$ cat config.mk
export PLATFORM = sky130hd
export DESIGN_NAME = moesi_line_ctl
export DESIGN_NICKNAME = d
export VERILOG_FILES = /design/src/rtl/moesi_pkg.sv /design/src/rtl/moesi_state_array.sv /design/src/rtl/moesi_local_dec.sv /design/src/rtl/moesi_reply_chk.sv /design/src/rtl/moesi_snoop_eng.sv /design/src/rtl/moesi_line_ctl.sv
export SDC_FILE = /design/constraint.sdc
export NUM_CORES = 1
export LEC_CHECK = 0
export ABC_AREA = 0
export CORE_MARGIN = 2
export CORE_UTILIZATION = 62
export DETAILED_ROUTE_END_ITERATION = 10
export PLACE_DENSITY = 0.86
export RECOVER_POWER = 50
export SETUP_SLACK_MARGIN = 0.2
export SYNTH_ARGS = -nofsm -noshare
export SYNTH_HDL_FRONTEND = slang
export SYNTH_SLANG_ARGS = --single-unit
$ cat constraint.sdc
create_clock -name clk -period 4.9 [get_ports clk]
set_input_delay 0.735 -clock clk [delete_from_list [all_inputs] [get_ports clk]]
set_output_delay 0.735 -clock clk [all_outputs]
set_load 0.01 [all_outputs]
$ cat src/rtl/moesi_pkg.sv
package moesi_pkg;

    typedef enum logic [2:0] {
        ST_I = 3'd0,
        ST_S = 3'd1,
        ST_E = 3'd2,
        ST_O = 3'd3,
        ST_M = 3'd4
    } line_st_e;

    typedef enum logic [2:0] {
        OP_LOAD   = 3'd0,
        OP_IFETCH = 3'd1,
        OP_STORE  = 3'd2,
        OP_PREF   = 3'd3,
        OP_VICT   = 3'd4
    } loc_op_e;

    typedef enum logic [2:0] {
        RQ_NONE = 3'd0,
        RQ_RDS  = 3'd1,
        RQ_RDSA = 3'd2,
        RQ_RDO  = 3'd3,
        RQ_WRB  = 3'd4
    } bus_req_e;

    typedef enum logic [2:0] {
        RP_NONE    = 3'd0,
        RP_FILL_U  = 3'd1,
        RP_FILL_S  = 3'd2,
        RP_OWN     = 3'd3,
        RP_WB_ACK  = 3'd4,
        RP_WB_CAN  = 3'd5,
        RP_CB_DONE = 3'd6
    } reply_e;

    typedef enum logic [1:0] {
        SN_CPB     = 2'd0,
        SN_CPB_MEM = 2'd1,
        SN_CPI     = 2'd2,
        SN_INV     = 2'd3
    } snoop_e;

    typedef enum logic [2:0] {
        PK_RDS     = 3'd0,
        PK_RDSA    = 3'd1,
        PK_FILLOWN = 3'd2,
        PK_UPGRADE = 3'd3,
        PK_WB      = 3'd4
    } pend_kind_e;

    typedef struct packed {
        logic       valid;
        pend_kind_e kind;
    } pend_t;

    typedef struct packed {
        logic       st_we;
        line_st_e   st_nxt;
        logic       issue;
        bus_req_e   req;
        pend_kind_e pk;
    } loc_dec_t;

    typedef enum logic [1:0] {
        SE_IDLE = 2'd0,
        SE_ACK  = 2'd1,
        SE_XFER = 2'd2,
        SE_WAIT = 2'd3
    } snp_fsm_e;

    function automatic logic st_dirty(line_st_e s);
        return (s == ST_M) || (s == ST_O);
    endfunction

    function automatic line_st_e snoop_next(snoop_e k, line_st_e s);
        line_st_e n;
        n = s;
        case (k)
            SN_CPB:     if (s == ST_E) n = ST_S; else if (s == ST_M) n = ST_O;
            SN_CPB_MEM: if (s != ST_I) n = ST_S;
            default:    n = ST_I;
        endcase
        return n;
    endfunction

endpackage

$ cat src/rtl/moesi_state_array.sv
module moesi_state_array
    import moesi_pkg::*;
#(
    parameter int NLINES = 8,
    localparam int IW = $clog2(NLINES)
) (
    input  logic                    clk,
    input  logic                    rst,
    input  logic                    a_we,
    input  logic [IW-1:0]           a_idx,
    input  line_st_e                a_st,
    input  logic                    a_pset,
    input  pend_kind_e              a_pk,
    input  logic                    b_we,
    input  logic [IW-1:0]           b_idx,
    input  line_st_e                b_st,
    input  logic                    b_pclr,
    input  logic                    c_we,
    input  logic [IW-1:0]           c_idx,
    input  line_st_e                c_st,
    output line_st_e [NLINES-1:0]   st_q,
    output pend_t    [NLINES-1:0]   pend_q
);

    for (genvar g = 0; g < NLINES; g++) begin : g_line
        line_st_e line_st;
        pend_t    line_pend;
        logic     hit_a, hit_b, hit_c;

        assign hit_a = (a_idx == IW'(g));
        assign hit_b = (b_idx == IW'(g));
        assign hit_c = (c_idx == IW'(g));

        always_ff @(posedge clk) begin
            if (rst) begin
                line_st   <= ST_I;
                line_pend <= '0;
            end else begin
                if (hit_a && a_we)      line_st <= a_st;
                else if (hit_b && b_we) line_st <= b_st;
                else if (hit_c && c_we) line_st <= c_st;

                if (hit_a && a_pset) begin
                    line_pend.valid <= 1'b1;
                    line_pend.kind  <= a_pk;
                end else if (hit_b && b_pclr) begin
                    line_pend.valid <= 1'b0;
                end
            end
        end

        assign st_q[g]   = line_st;
        assign pend_q[g] = line_pend;

        // local, reply and snoop writers never collide on one line
        p_single_writer_r11: assert property (@(posedge clk) disable iff (rst)
            $countones({hit_a && a_we, hit_b && b_we, hit_c && c_we}) <= 1);

        // a new request is never recorded over an outstanding one
        p_no_double_pend_r11: assert property (@(posedge clk) disable iff (rst)
            (hit_a && a_pset) |-> !line_pend.valid);
    end

endmodule

$ cat src/rtl/moesi_local_dec.sv
module moesi_local_dec
    import moesi_pkg::*;
(
    input  loc_op_e  op,
    input  line_st_e st,
    output loc_dec_t dec
);

    always_comb begin
        dec = '0;
        case (op)
            OP_LOAD, OP_IFETCH: begin
                if (st == ST_I) begin
                    dec.issue = 1'b1;
                    dec.req   = (op == OP_LOAD) ? RQ_RDS : RQ_RDSA;
                    dec.pk    = (op == OP_LOAD) ? PK_RDS : PK_RDSA;
                end
            end
            OP_STORE, OP_PREF: begin
                case (st)
                    ST_I: begin
                        dec.issue = 1'b1;
                        dec.req   = RQ_RDO;
                        dec.pk    = PK_FILLOWN;
                    end
                    ST_E: begin
                        dec.st_we  = 1'b1;
                        dec.st_nxt = ST_M;
                    end
                    ST_S, ST_O: begin
                        dec.issue = 1'b1;
                        dec.req   = RQ_RDO;
                        dec.pk    = PK_UPGRADE;
                    end
                    default: ;
                endcase
            end
            OP_VICT: begin
                if (st_dirty(st)) begin
                    dec.issue = 1'b1;
                    dec.req   = RQ_WRB;
                    dec.pk    = PK_WB;
                end else if (st != ST_I) begin
                    dec.st_we  = 1'b1;
                    dec.st_nxt = ST_I;
                end
            end
            default: ;
        endcase
    end

endmodule

$ cat src/rtl/moesi_reply_chk.sv
module moesi_reply_chk
    import moesi_pkg::*;
(
    input  pend_t    pend,
    input  reply_e   kind,
    input  logic     cb_match,
    output logic     ok,
    output logic     st_we,
    output line_st_e st_nxt,
    output logic     pclr
);

    always_comb begin
        ok     = 1'b0;
        st_nxt = ST_I;
        case (kind)
            RP_FILL_U: begin
                if (pend.valid && pend.kind == PK_RDS)     begin ok = 1'b1; st_nxt = ST_E; end
                if (pend.valid && pend.kind == PK_FILLOWN) begin ok = 1'b1; st_nxt = ST_M; end
            end
            RP_FILL_S: begin
                if (pend.valid && (pend.kind == PK_RDS || pend.kind == PK_RDSA)) begin
                    ok     = 1'b1;
                    st_nxt = ST_S;
                end
            end
            RP_OWN: begin
                if (pend.valid && pend.kind == PK_UPGRADE) begin ok = 1'b1; st_nxt = ST_M; end
            end
            RP_WB_ACK, RP_WB_CAN: begin
                if (pend.valid && pend.kind == PK_WB) begin ok = 1'b1; st_nxt = ST_I; end
            end
            RP_CB_DONE: ok = cb_match;
            default: ;
        endcase
        st_we = ok && (kind != RP_CB_DONE);
        pclr  = st_we;
    end

endmodule

$ cat src/rtl/moesi_snoop_eng.sv
module moesi_snoop_eng
    import moesi_pkg::*;
#(
    parameter int NLINES = 8,
    localparam int IW = $clog2(NLINES)
) (
    input  logic           clk,
    input  logic           rst,
    input  logic           fire,
    input  snoop_e         kind,
    input  line_st_e       cur,
    input  logic [IW-1:0]  idx,
    input  logic           cb_done,
    output logic           busy,
    output logic           cb_open,
    output logic [IW-1:0]  open_idx,
    output logic           sack_valid,
    output logic           sack_dirty,
    output logic           cb_valid,
    output logic           st_we,
    output line_st_e       st_nxt
);

    snp_fsm_e fsm;
    logic     need_cb, cb_q, dirty_q;

    assign need_cb = (kind != SN_INV) && (cur != ST_I);
    assign st_we   = fire;
    assign st_nxt  = snoop_next(kind, cur);

    always_ff @(posedge clk) begin
        if (rst) begin
            fsm      <= SE_IDLE;
            cb_q     <= 1'b0;
            dirty_q  <= 1'b0;
            open_idx <= '0;
        end else begin
            case (fsm)
                SE_IDLE: if (fire) begin
                    fsm      <= SE_ACK;
                    cb_q     <= need_cb;
                    dirty_q  <= st_dirty(cur);
                    open_idx <= idx;
                end
                SE_ACK:  fsm <= cb_q ? SE_XFER : SE_IDLE;
                SE_XFER: fsm <= cb_done ? SE_IDLE : SE_WAIT;
                SE_WAIT: if (cb_done) fsm <= SE_IDLE;
                default: fsm <= SE_IDLE;
            endcase
        end
    end

    assign busy       = (fsm != SE_IDLE);
    assign cb_open    = (fsm == SE_XFER) || (fsm == SE_WAIT);
    assign sack_valid = (fsm == SE_ACK);
    assign sack_dirty = sack_valid && dirty_q;
    assign cb_valid   = (fsm == SE_XFER);

    // an acknowledgement without copyback is not followed by a transfer
    p_inv_no_copyback_r7: assert property (@(posedge clk) disable iff (rst)
        (sack_valid && !cb_q) |=> !cb_valid);

    // the copyback start comes exactly one cycle after the acknowledgement
    p_cb_after_ack_r8: assert property (@(posedge clk) disable iff (rst)
        cb_valid |-> $past(sack_valid));

endmodule

$ cat src/rtl/moesi_line_ctl.sv
module moesi_line_ctl
    import moesi_pkg::*;
#(
    parameter int NLINES = 8,
    localparam int IW = $clog2(NLINES)
) (
    input  logic           clk,
    input  logic           rst,
    input  logic           loc_valid,
    input  logic [2:0]     loc_op,
    input  logic [IW-1:0]  loc_idx,
    output logic           loc_ready,
    output logic           req_valid,
    output logic [2:0]     req_kind,
    output logic [IW-1:0]  req_idx,
    input  logic           rsp_valid,
    input  logic [2:0]     rsp_kind,
    input  logic [IW-1:0]  rsp_idx,
    input  logic           snp_valid,
    input  logic [1:0]     snp_kind,
    input  logic [IW-1:0]  snp_idx,
    output logic           snp_ready,
    output logic           sack_valid,
    output logic           sack_dirty,
    output logic           cb_valid,
    output logic [IW-1:0]  cb_idx,
    output logic           err,
    input  logic [IW-1:0]  look_idx,
    output logic [2:0]     look_state
);

    line_st_e [NLINES-1:0] st_q;
    pend_t    [NLINES-1:0] pend_q;

    loc_dec_t dec;
    logic     loc_fire, snp_fire, snp_busy, cb_open;
    logic     rsp_ok, rsp_we, rsp_pclr, cb_done;
    line_st_e rsp_st, snp_st;
    logic     snp_we;
    reply_e   rsp_k;

    assign rsp_k = reply_e'(rsp_kind);

    assign snp_ready = !snp_busy && !pend_q[snp_idx].valid;
    assign snp_fire  = snp_valid && snp_ready;

    assign loc_ready = !pend_q[loc_idx].valid
                    && !(snp_busy && cb_idx == loc_idx)
                    && !(snp_valid && snp_idx == loc_idx);
    assign loc_fire  = loc_valid && loc_ready;

    moesi_local_dec u_dec (
        .op  (loc_op_e'(loc_op)),
        .st  (st_q[loc_idx]),
        .dec (dec)
    );

    moesi_reply_chk u_chk (
        .pend     (pend_q[rsp_idx]),
        .kind     (rsp_k),
        .cb_match (cb_open && cb_idx == rsp_idx),
        .ok       (rsp_ok),
        .st_we    (rsp_we),
        .st_nxt   (rsp_st),
        .pclr     (rsp_pclr)
    );

    assign cb_done = rsp_valid && rsp_ok && (rsp_k == RP_CB_DONE);

    moesi_snoop_eng #(.NLINES(NLINES)) u_snp (
        .clk        (clk),
        .rst        (rst),
        .fire       (snp_fire),
        .kind       (snoop_e'(snp_kind)),
        .cur        (st_q[snp_idx]),
        .idx        (snp_idx),
        .cb_done    (cb_done),
        .busy       (snp_busy),
        .cb_open    (cb_open),
        .open_idx   (cb_idx),
        .sack_valid (sack_valid),
        .sack_dirty (sack_dirty),
        .cb_valid   (cb_valid),
        .st_we      (snp_we),
        .st_nxt     (snp_st)
    );

    moesi_state_array #(.NLINES(NLINES)) u_arr (
        .clk    (clk),
        .rst    (rst),
        .a_we   (loc_fire && dec.st_we),
        .a_idx  (loc_idx),
        .a_st   (dec.st_nxt),
        .a_pset (loc_fire && dec.issue),
        .a_pk   (dec.pk),
        .b_we   (rsp_valid && rsp_we),
        .b_idx  (rsp_idx),
        .b_st   (rsp_st),
        .b_pclr (rsp_valid && rsp_pclr),
        .c_we   (snp_we),
        .c_idx  (snp_idx),
        .c_st   (snp_st),
        .st_q   (st_q),
        .pend_q (pend_q)
    );

    always_ff @(posedge clk) begin
        if (rst) begin
            req_valid <= 1'b0;
            req_kind  <= 3'd0;
            req_idx   <= '0;
            err       <= 1'b0;
        end else begin
            req_valid <= loc_fire && dec.issue;
            req_kind  <= (loc_fire && dec.issue) ? 3'(dec.req) : 3'd0;
            req_idx   <= loc_idx;
            err       <= rsp_valid && !rsp_ok;
        end
    end

    assign look_state = 3'(st_q[look_idx]);

    // a store to an Exclusive line upgrades silently
    p_silent_upgrade_r4: assert property (@(posedge clk) disable iff (rst)
        (loc_fire && loc_op == 3'(OP_STORE) && st_q[loc_idx] == ST_E)
        |=> (!req_valid && st_q[$past(loc_idx)] == ST_M));

    // every issued request has a pending record behind it
    p_req_pending_r11: assert property (@(posedge clk) disable iff (rst)
        req_valid |-> pend_q[req_idx].valid);

    // a rejected reply leaves the addressed line as it was
    p_bad_reply_keeps_state_r12: assert property (@(posedge clk) disable iff (rst)
        (rsp_valid && !rsp_ok && !(loc_fire && loc_idx == rsp_idx)
                             && !(snp_fire && snp_idx == rsp_idx))
        |=> st_q[$past(rsp_idx)] == $past(st_q[rsp_idx]));

    // writeback ack or cancel always ends Invalid
    p_wb_ends_invalid_r9: assert property (@(posedge clk) disable iff (rst)
        (rsp_valid && rsp_ok && (rsp_k == RP_WB_ACK || rsp_k == RP_WB_CAN))
        |=> st_q[$past(rsp_idx)] == ST_I);

endmodule

Yosys cells after proc, flatten, opt, wreduce, memory -nomap -nowiden
Index checks and enable logic that the tools add are counted.
Word-level totals
  flip-flop bits (word level): 71
  output and inout bits: 19
Operators by class
  reductions and logical operators: 98
  bitwise gates (word level): 1
  multiplexer cells: 82
  eq/ne operators: 53
  $lt $le $gt $ge: 4
Operators with widths (number)
  two-way mux 3 bit: 32
  == test 3 bit, second input constant: 19
  logical AND 1 bit: 54
  == test 3 x 2 -> 1 bit, second input constant: 16
  binary-select mux 4 bit (select 3 bit): 3
  nonzero test 3 bit: 10
  binary-select mux 3 bit (select 3 bit): 3
  two-way mux 4 bit: 6
  two-way mux 1 bit: 23
  == test 3 x 1 -> 1 bit, second input constant: 7
  case mux 7 bit (3 select lines): 1
  logical NOT 3 bit: 6
  nonzero test 2 bit: 9
  less-than comparator 3 x 4 -> 1 bit, second input constant: 4
  two-way mux 7 bit: 2
  case mux 7 bit (2 select lines): 1
  two-way mux 2 bit: 6
  OR reduction 2 bit: 5
  == test 3 bit: 3
  case mux 3 bit (3 select lines): 1
  case mux 2 bit (4 select lines): 1
  case mux 4 bit (2 select lines): 1
  logical NOT 1 bit: 6
  case mux 3 bit (2 select lines): 1
  other kinds (10): 18

Longest topological paths before layout
Gate-level depths: netlist of the first run.
  depth in word-level cells: 12
  gate-level depth with buffers: 12
  gate-level depth less buffers: 8

By module
Synthesis of the first run repeated with hierarchy kept, for this count alone.
Second synthesis, totals
  cell total of the unflattened synthesis: 482
  area total of the unflattened synthesis: 4730.8 µm²
By module, submodules not included
  moesi_state_array: instances 1, cells each 299, area each 2785.2 µm², seq. area each 1121.1 µm²
  moesi_line_ctl: instances 1, cells each 99, area each 1308.8 µm², seq. area each 160.2 µm²
  moesi_snoop_eng: instances 1, cells each 42, area each 362.8 µm², seq. area each 140.1 µm²
  moesi_local_dec: instances 1, cells each 26, area each 172.7 µm², seq. area each 0.0 µm²
  moesi_reply_chk: instances 1, cells each 16, area each 101.3 µm², seq. area each 0.0 µm²

Worst setup path before layout of the first run
No wires, ideal clock.
  path type: input-to-reg
  start: in snp_idx[0]
  end: reg u_arr.g_line[1].line_st[0]
  path buffers: 1
  path slack: 1.941 ns
  stages: 9
  data required time: 4.831 ns
  library setup time: 0.069 ns
  data arrival time: 2.890 ns
  path through: buf_4 -> mux4_2 -> nor2b_1 -> a2111oi_4 -> nand2_2 -> nor3_2 -> or3b_1 -> o31a_1 -> o21ai_1
Between the ends
  elaborated cells between the ends (all ways): 27
  those cells by class: 4 x eq/ne; 11 x mux; 12 x reduce/logical
RTL lines
  from (decl): line moesi_line_ctl.sv:21  | input logic [IW-1:0] snp_idx,
  binary-select mux 4 bit (select 3 bit): line moesi_line_ctl.sv:44  | assign snp_ready = !snp_busy && !pend_q[snp_idx].valid;
  two-way mux 4 bit (implied by the code): line moesi_line_ctl.sv:44
  logical NOT 1 bit: line moesi_line_ctl.sv:44
  logical AND 1 bit: line moesi_line_ctl.sv:44
  net snp_ready: line moesi_line_ctl.sv:22  | output logic snp_ready,
  logical AND 1 bit: line moesi_line_ctl.sv:45  | assign snp_fire = snp_valid && snp_ready;
  logical AND 1 bit: line moesi_state_array.sv:41  | else if (hit_c && c_we) line_st <= c_st;
  nonzero test 3 bit (no source line)
  to (signal assigned): line moesi_state_array.sv:39  | if (hit_a && a_we) line_st <= a_st;
  to (signal assigned): line moesi_state_array.sv:40  | else if (hit_b && b_we) line_st <= b_st;
  to (signal assigned): line moesi_state_array.sv:41
  to (decl): line moesi_state_array.sv:26  | line_st_e line_st;
The timed path passes the listed nets, and every way through them passes these cells. The select of a mux whose other input is x is not followed.
A chain may end at the register's enable or synchronous reset.

Final worst setup path of the first run
  start: in snp_idx[0]
  end: out snp_ready
Between the ends
  word-level cells in the longest chain between the ends: 4
Ends and longest elaborated chain (line)
  binary-select mux 4 bit (select 3 bit): moesi_line_ctl.sv:44
  two-way mux 4 bit (implied by the code): moesi_line_ctl.sv:44
  logical NOT 1 bit: moesi_line_ctl.sv:44
  logical AND 1 bit: moesi_line_ctl.sv:44
  to (decl): moesi_line_ctl.sv:22
No other way between the ends. The select of a mux whose other input is x is not followed.

==> results of run 1 <==
## cell usage after synthesis, types with 3 or more instances
master | count | area share
a211oi_1 | 3 | 0.0051
a21oi_1 | 27 | 0.030
a31oi_1 | 7 | 0.0098
a32oi_1 | 3 | 0.0059
and2_1 | 5 | 0.0070
and3_1 | 5 | 0.0070
buf_2 | 9 | 0.010
buf_4 | 3 | 0.0051
buf_6 | 3 | 0.0076
clkbuf_1 | 13 | 0.011
dfxtp_1 | 71 | 0.32
inv_1 | 7 | 0.0059
mux2_2 | 11 | 0.028
mux2i_1 | 18 | 0.040
mux4_1 | 3 | 0.018
mux4_2 | 22 | 0.11
nand2_1 | 34 | 0.029
nand2b_1 | 11 | 0.015
nand3_1 | 9 | 0.010
nand3b_1 | 26 | 0.044
nand4_1 | 8 | 0.011
nor2_1 | 23 | 0.019
nor2b_1 | 12 | 0.017
nor3_1 | 10 | 0.011
nor3b_1 | 3 | 0.0051
nor4_1 | 4 | 0.0056
o211ai_1 | 9 | 0.015
o21ai_0 | 17 | 0.019
o21ai_1 | 17 | 0.019
o221ai_1 | 6 | 0.012
o22a_1 | 3 | 0.0059
or2_2 | 4 | 0.0056
xnor2_1 | 5 | 0.0098
xor2_1 | 5 | 0.0098
## layout make-up
class                           instances  share of cell area
Clock buffer                           10              0.0272
Clock inverter                          5              0.0116
Inverter                                8             0.00593
Multi-Input combinational cell        359               0.557
Sequential cell                        71               0.281
Tap cell                               96              0.0237
Timing Repair Buffer                   50              0.0937
## layout by cell type (no fill, tap or decap), types with 4 or more instances in the layout
| cell type | count |
|---|---|
| a31oi_1 | 7 |
| mux4_2 | 22 |
| xor2_1 | 5 |
| o211ai_1 | 9 |
| nor3_1 | 10 |
| nand2_1 | 35 |
| xnor2_1 | 5 |
| mux2_2 | 10 |
| or2_2 | 4 |
| and2_1 | 5 |
| inv_1 | 7 |
| clkdlybuf4s50_1 | 21 |
| o221ai_1 | 6 |
| nand4_1 | 8 |
| dfxtp_1 | 71 |
| clkbuf_8 | 10 |
| nor2_1 | 23 |
| a21oi_1 | 28 |
| dlygate4sd3_1 | 21 |
| nand3_1 | 9 |
| nand2b_1 | 11 |
| o21ai_0 | 17 |
| nand3b_1 | 26 |
| buf_4 | 6 |
| mux2i_1 | 18 |
| nor4_1 | 4 |
| o21ai_1 | 17 |
| and3_1 | 5 |
| nor2b_1 | 12 |
## through the flow
stage          instances  total power [mW]  setup slack (ps)  utilization  instance area [um2]
6_report             599              1.23               507        0.737                 5060
5_1_grt              599              1.27               394        0.737                 5060
4_1_cts              599              1.23               873        0.742                 5090
3_5_place_dp         584             0.759               743        0.713                 4900
3_3_place_gp         584             0.757               854        0.713                 4900
2_1_floorplan        467             0.701              1940            -                 4450
## final timing paths
path                     from                    endpoint  slack [ps]
max                snp_idx[0]                   snp_ready         510
min                u_snp.cb_q                u_snp.fsm[1]         480
max reg2reg  u_arr.pend_q[15]  u_arr.g_line[1].line_st[0]        1760
min reg2reg        u_snp.cb_q                u_snp.fsm[1]         480
## flip-flops by register name, indices dropped and copies added (netlist names)
register              cells
err                       1
u_arr.g_line.line_st     24
u_snp.open_idx            3
u_snp.cb_q                1
req_kind                  3
req_valid                 1
u_snp.fsm                 2
u_arr.pend_q             32
req_idx                   3
u_snp.dirty_q             1
## kinds of logic after synthesis
logic type | share of synthesized area
buffers and inverters | 0.0413
AO/OA/AOI/OAI | 0.186
multiplexers | 0.205
XOR/XNOR | 0.0197
AND/OR/NAND/NOR | 0.229
flip-flops | 0.319
## worst max-delay path: stages
cell and delay [ps]:
dlygate4sd3_1 830, mux4_2 610, nor2b_1 150, a2111oi_0 670
clkdlybuf4s50_1 660
## per-layer routing
layer	GRT usage	vias to the layer above
li1	-	1849
met1	0.458	1990
met2	0.518	294
met3	0.0784	43
met4	0.164	0
met5	0	-
## power groups by stage
stage / registers [mW] / logic (mW) / clock network, mW
3_3_place_gp: 0.602 / 0.155 / 0
3_5_place_dp: 0.602 / 0.157 / 0
5_1_grt: 0.589 / 0.167 / 0.509
4_1_cts: 0.588 / 0.158 / 0.481
2_1_floorplan: 0.603 / 0.0989 / 0
6_report: 0.588 / 0.156 / 0.483
==> out/metrics.yaml, run 1 <==
status: "complete, no violations"
track_usage: 0.340
max_cap_viol_count: 0
synthCells: 467
worst_slew_pin_slew_ps: 907
first_pass_iters: 5
fp-row-count: 30
p_leak_nw: 1.79
multi_input_area_mm2: 0.00282
cts.repair.resized: 0
port_buffers: 43
core_mm2: 0.00687
drt-vias-per-instance: 6.97
die_h_um: 88.8
vias: 4176
min_period_ps: 4390
ys_seq_elements: 71
cts_inserted_buffers: 9
finalMaxSlewViolations: 0
clk-insertion-delay-late_ps: 360
p_sw_uw: 332
ios: 44
synth_edf_count: 0
clock_power_share: 0.394
critical_path_arrival_ps: 3660
grt_pass1_wl_um: 20200
ir_worst_vdd_uv: 175
hold_slack_ps: 476
num-fill-cells: 497
netSwitchingFraction: 0.271
seq_area_frac_synth: 0.319
hpwl_um: 9000
skew_ps: 10.6
postCtsSetupBuffers: 0
async_flop_share: 0
drive_above_1_share: 0.141
fmax_ghz: 0.228
p_comb_frac: 0.127
hold_depth: 2
die_x_um: 88.8
critPathLaunchType: "primary input"
finalHoldViolCount: 0
overflow: 0
detail_route.wirelength.met1_um: 5170
yosys_warnings: 0
syn_nets: 492
cp-end-kind: "primary output"
regArea_mm2: 0.00142
worst-path-max-fanout: 6
cts.clk_slew.worst_paths_ps: 80
wl_per_cell_um: 21.2
antenna_found_initial: 0
p_per_area_mw_per_mm2: 243
gp_congestion: 0.922
wl_met2_um: 5800
cts_buffer_depth: 2
cts_tree: "yes"
die_area_mm2: 0.00788
fin_crit_sh: 0.897
initial_utilization: 0.648
synthFlopType: "dfxtp_1"
syn2layout_area_growth_pct: 13.6
cts.sinks: 71
grt_max_degree: 72
grt_setup_unrepaired: "false"
layout.nets: 524
min_path_type: "flip-flop to flip-flop"
p_int_uw: 895
worst_r2r_path_depth: 8
critPathKind: "primary input to primary output"
drtIter0Drc: 494
cp.required_ps: 4160
grt_pass1_vias: 3938
avgSynthCellArea_um2: 9.54
max_slew_margin: 0.395
setup_viol: 0
drc: 0
top_layer_used: "met4"
ctsHoldBuffers: 0
cts_max_level: 3
cts_root_buf: "clkbuf_8"
postRouteWirelength_um: 12700
wl_met3_um: 1270
syn_area_mm2: 0.00445
synth_cell_types: 74
finalSetupTns_ps: 0
pwr-share-seq: 0.479
insertedDiodeCount: 0
final_antenna_net_count: 0
(Power assumes the default switching activity.)
==> inputs of run 2 (changes only) <==
--- a/config.mk
+++ b/config.mk
@@ -9,6 +9,7 @@
 export CORE_MARGIN = 2
 export CORE_UTILIZATION = 62
 export DETAILED_ROUTE_END_ITERATION = 10
+export GPL_TIMING_DRIVEN = 1
 export PLACE_DENSITY = 0.86
 export RECOVER_POWER = 50
 export SETUP_SLACK_MARGIN = 0.2
==> results of run 2 <==
No change in the layout: final DEF, timing and power equal those of run 1.
==> inputs of run 3 (changes only) <==
--- a/config.mk
+++ b/config.mk
@@ -6,7 +6,7 @@
 export NUM_CORES = 1
 export LEC_CHECK = 0
 export ABC_AREA = 0
-export CORE_MARGIN = 2
+export CORE_MARGIN = 10
 export CORE_UTILIZATION = 62
 export DETAILED_ROUTE_END_ITERATION = 10
 export GPL_TIMING_DRIVEN = 1
==> run 3 against run 2 <==
Compared with the run above: the flow now finishes with violations (capacitance limit, slew limit); clock power is 3% higher; final cell count unchanged; design area increased by 0.17%; sequential power about the same; first-iteration DRC count is 0.61% higher; maximum frequency increased by 0.22%; critical endpoint is now u_arr.pend_q[28].
==> out/metrics.yaml, run 3 (synthesis gave the netlist of run 1 again) <==
status: "complete, but fails checks"  # was complete, no violations
violations: "capacitance limit, slew limit"
cts_max_level: 3  # unchanged
use_met1: 0.298  # was 0.458
die_x_um: 105  # was 88.8 um
crit_start: "loc_idx[0]"  # was snp_idx[0]
ctsHoldBuffers: 0  # unchanged
largest_register_ffs: 32  # unchanged
drtIter0Drc: 497  # was 494
initial_utilization: 0.645  # was 0.648
cp-end-kind: "flip-flop"  # was primary output
min_period_ps: 4380  # was 4390 ps
final_common_cell: "dfxtp_1"  # unchanged
grt_setup_unrepaired: "false"  # unchanged
ir_worst_vdd_uv: 194  # was 175 uV
cts_inserted_buffers: 9  # unchanged
die_area_mm2: 0.0110  # was 0.00788 mm2
r2r_slack_ps: 1710  # was 1760 ps
hp-start: "u_arr.pend_q[30]"  # was u_snp.cb_q
syn2layout_area_growth_pct: 13.8  # was 13.6%
grt_pass1_vias: 4001  # was 3938
worst-path-max-fanout: 8  # was 6
met2_usage: 0.342  # was 0.518
cts_buffer_depth: 2  # unchanged
min_path_type: "flip-flop to flip-flop"  # unchanged
drc: 0  # unchanged
grt_max_degree: 72  # unchanged
clk-insertion-delay-late_ps: 370  # was 360 ps
cts_tree: "yes"  # unchanged
worst_r2r_path_depth: 8  # unchanged
finalSetupTns_ps: 0  # unchanged
cp.required_ps: 5150  # was 4160 ps
grt_busiest_layer: "met2"  # unchanged
fin_crit_sh: 0.895  # was 0.897
max_cap_viol_count: 1  # was 0
final_cell_mix: "dfxtp_1 (71), nand2_1 (35), a21oi_1 (28)"  # unchanged
ios: 44  # unchanged
path_cells: "dlygate4sd3_1 > buf_4 > mux4_2 > mux2_2 > nor3b_1 > o21ai_0 > a21oi_1 > nand2_1 > nand3b_1 > o21ai_1"  # was dlygate4sd3_1 > mux4_2 > nor2b_1 > a2111oi_0 > clkdlybuf4s50_1
hpwl_um: 9430  # was 9000 um
final_antenna_net_count: 0  # unchanged
critical-path-top-delay-family: "buffers and inverters"  # unchanged
worst_slew_pin_slew_ps: 2630  # was 907 ps
finalHoldViolCount: 0  # unchanged
num-fill-cells: 541  # was 497
fp-row-count: 30  # unchanged
overflow: 0  # unchanged
skew_ps: 9.03  # was 10.6 ps
first_pass_iters: 6  # was 5
critPathLaunchType: "primary input"  # unchanged
grtUsageMet3: 0.0829  # was 0.0784
grt_pass1_wl_um: 20900  # was 20200 um
max_slew_margin: -0.751  # was 0.395
cts.repair.resized: 0  # unchanged
antenna_found_initial: 0  # unchanged
numPlacedInstances: 583  # was 584
track_usage: 0.232  # was 0.340
insertedDiodeCount: 0  # unchanged
gp_congestion: 0.908  # was 0.922
r2r-start: "u_arr.g_line[5].line_st[2]"  # was u_arr.pend_q[15]
postRouteWirelength_um: 13000  # was 12700 um
finalMaxSlewViolations: 72  # was 0
dp_slack_ps: 743  # about the same
fmax_ghz: 0.228  # about the same
p_leak_nw: 1.80  # was 1.79 nW
drt-vias-per-instance: 6.97  # unchanged
vias: 4176  # unchanged
die_h_um: 105  # was 88.8 um
cts_root_buf: "clkbuf_8"  # unchanged
drive_above_1_share: 0.137  # was 0.141
cp_slowest_cell: "dlygate4sd3_1"  # unchanged
core_mm2: 0.00691  # was 0.00687 mm2
crit_path_max_incr_delay_ps: 860  # was 830 ps
critical_path_arrival_ps: 4640  # was 3660 ps
final_util: 0.734  # was 0.737
p_total_mw: 1.24  # was 1.23 mW
port_buffers: 43  # unchanged
cts.sinks: 71  # unchanged
critPathKind: "primary input to flip-flop"  # was primary input to primary output
critical_path_buf_inv_count: 2  # unchanged
p_per_area_mw_per_mm2: 245  # was 243 mW/mm2
whs_endpoint: "u_arr.pend_q[30]"  # was u_snp.fsm[1]
wl_per_cell_um: 21.6  # was 21.2 um
setup_viol: 0  # unchanged
hold_depth: 2  # unchanged
reg2reg_to: "u_arr.pend_q[28]"  # was u_arr.g_line[1].line_st[0]
layout.nets: 523  # was 524
postCtsSetupBuffers: 0  # unchanged
cts.clk_slew.worst_paths_ps: 80  # about the same
final.setup.worst_slack_ps: 516  # was 507 ps
fin_cells: 599  # unchanged
[run 3: worst max-delay path by stage]
stage / end / slack, ps / depth (start not counted)
2_1_floorplan: u_arr.g_line[1].line_st[0] / 1940 / 9
3_3_place_gp: snp_ready / 810 / 4
3_5_place_dp: u_arr.g_line[0].line_st[2] / 740 / 9
4_1_cts: snp_ready / 770 / 4
5_1_grt: u_arr.pend_q[22] / 400 / 10
6_report: u_arr.pend_q[28] / 520 / 10
[run 3: final cells by class]
cell class | instances | area, um2 | share of cell area
multi-input cells | 359 | 2820 | 0.557
inverters | 8 | 30.0 | 0.00592
well taps | 96 | 120 | 0.0237
clock inverters | 6 | 67.6 | 0.0133
repair buffers | 49 | 469 | 0.0926
clock buffers | 10 | 138 | 0.0272
flip-flops and latches | 71 | 1420 | 0.280
[run 3: stage by stage]
| step | hold slack [ps] | cell area, um2 |
|---|---|---|
| 2_1_floorplan | 432 | 4450 |
| 3_3_place_gp | 462 | 4890 |
| 3_5_place_dp | 476 | 4890 |
| 4_1_cts | 491 | 5100 |
| 5_1_grt | 507 | 5070 |
| 6_report | 488 | 5070 |
[run 3: routing by layer]
layer	up-vias	wire [um]
met2	273	5840
li1	1855	-
met4	0	398
met3	50	1590
met1	1998	5120
met5	-	0
[run 3: power by group]
group	internal (mW)	total (mW)	leakage (nW)	switching (mW)
registers	0.583	0.589	0.574	0.00588
logic	0.0679	0.157	1.12	0.0887
clock network	0.251	0.497	0.0993	0.246
[run 3: worst reg2reg max path, delay by kind of cell (launching register included)]
kind               cells  cell delay [ps]
muxes                  2              840
AOI/OAI and AO/OA      3              920
DFF                    1              340
and+or+nand+nor        3              980
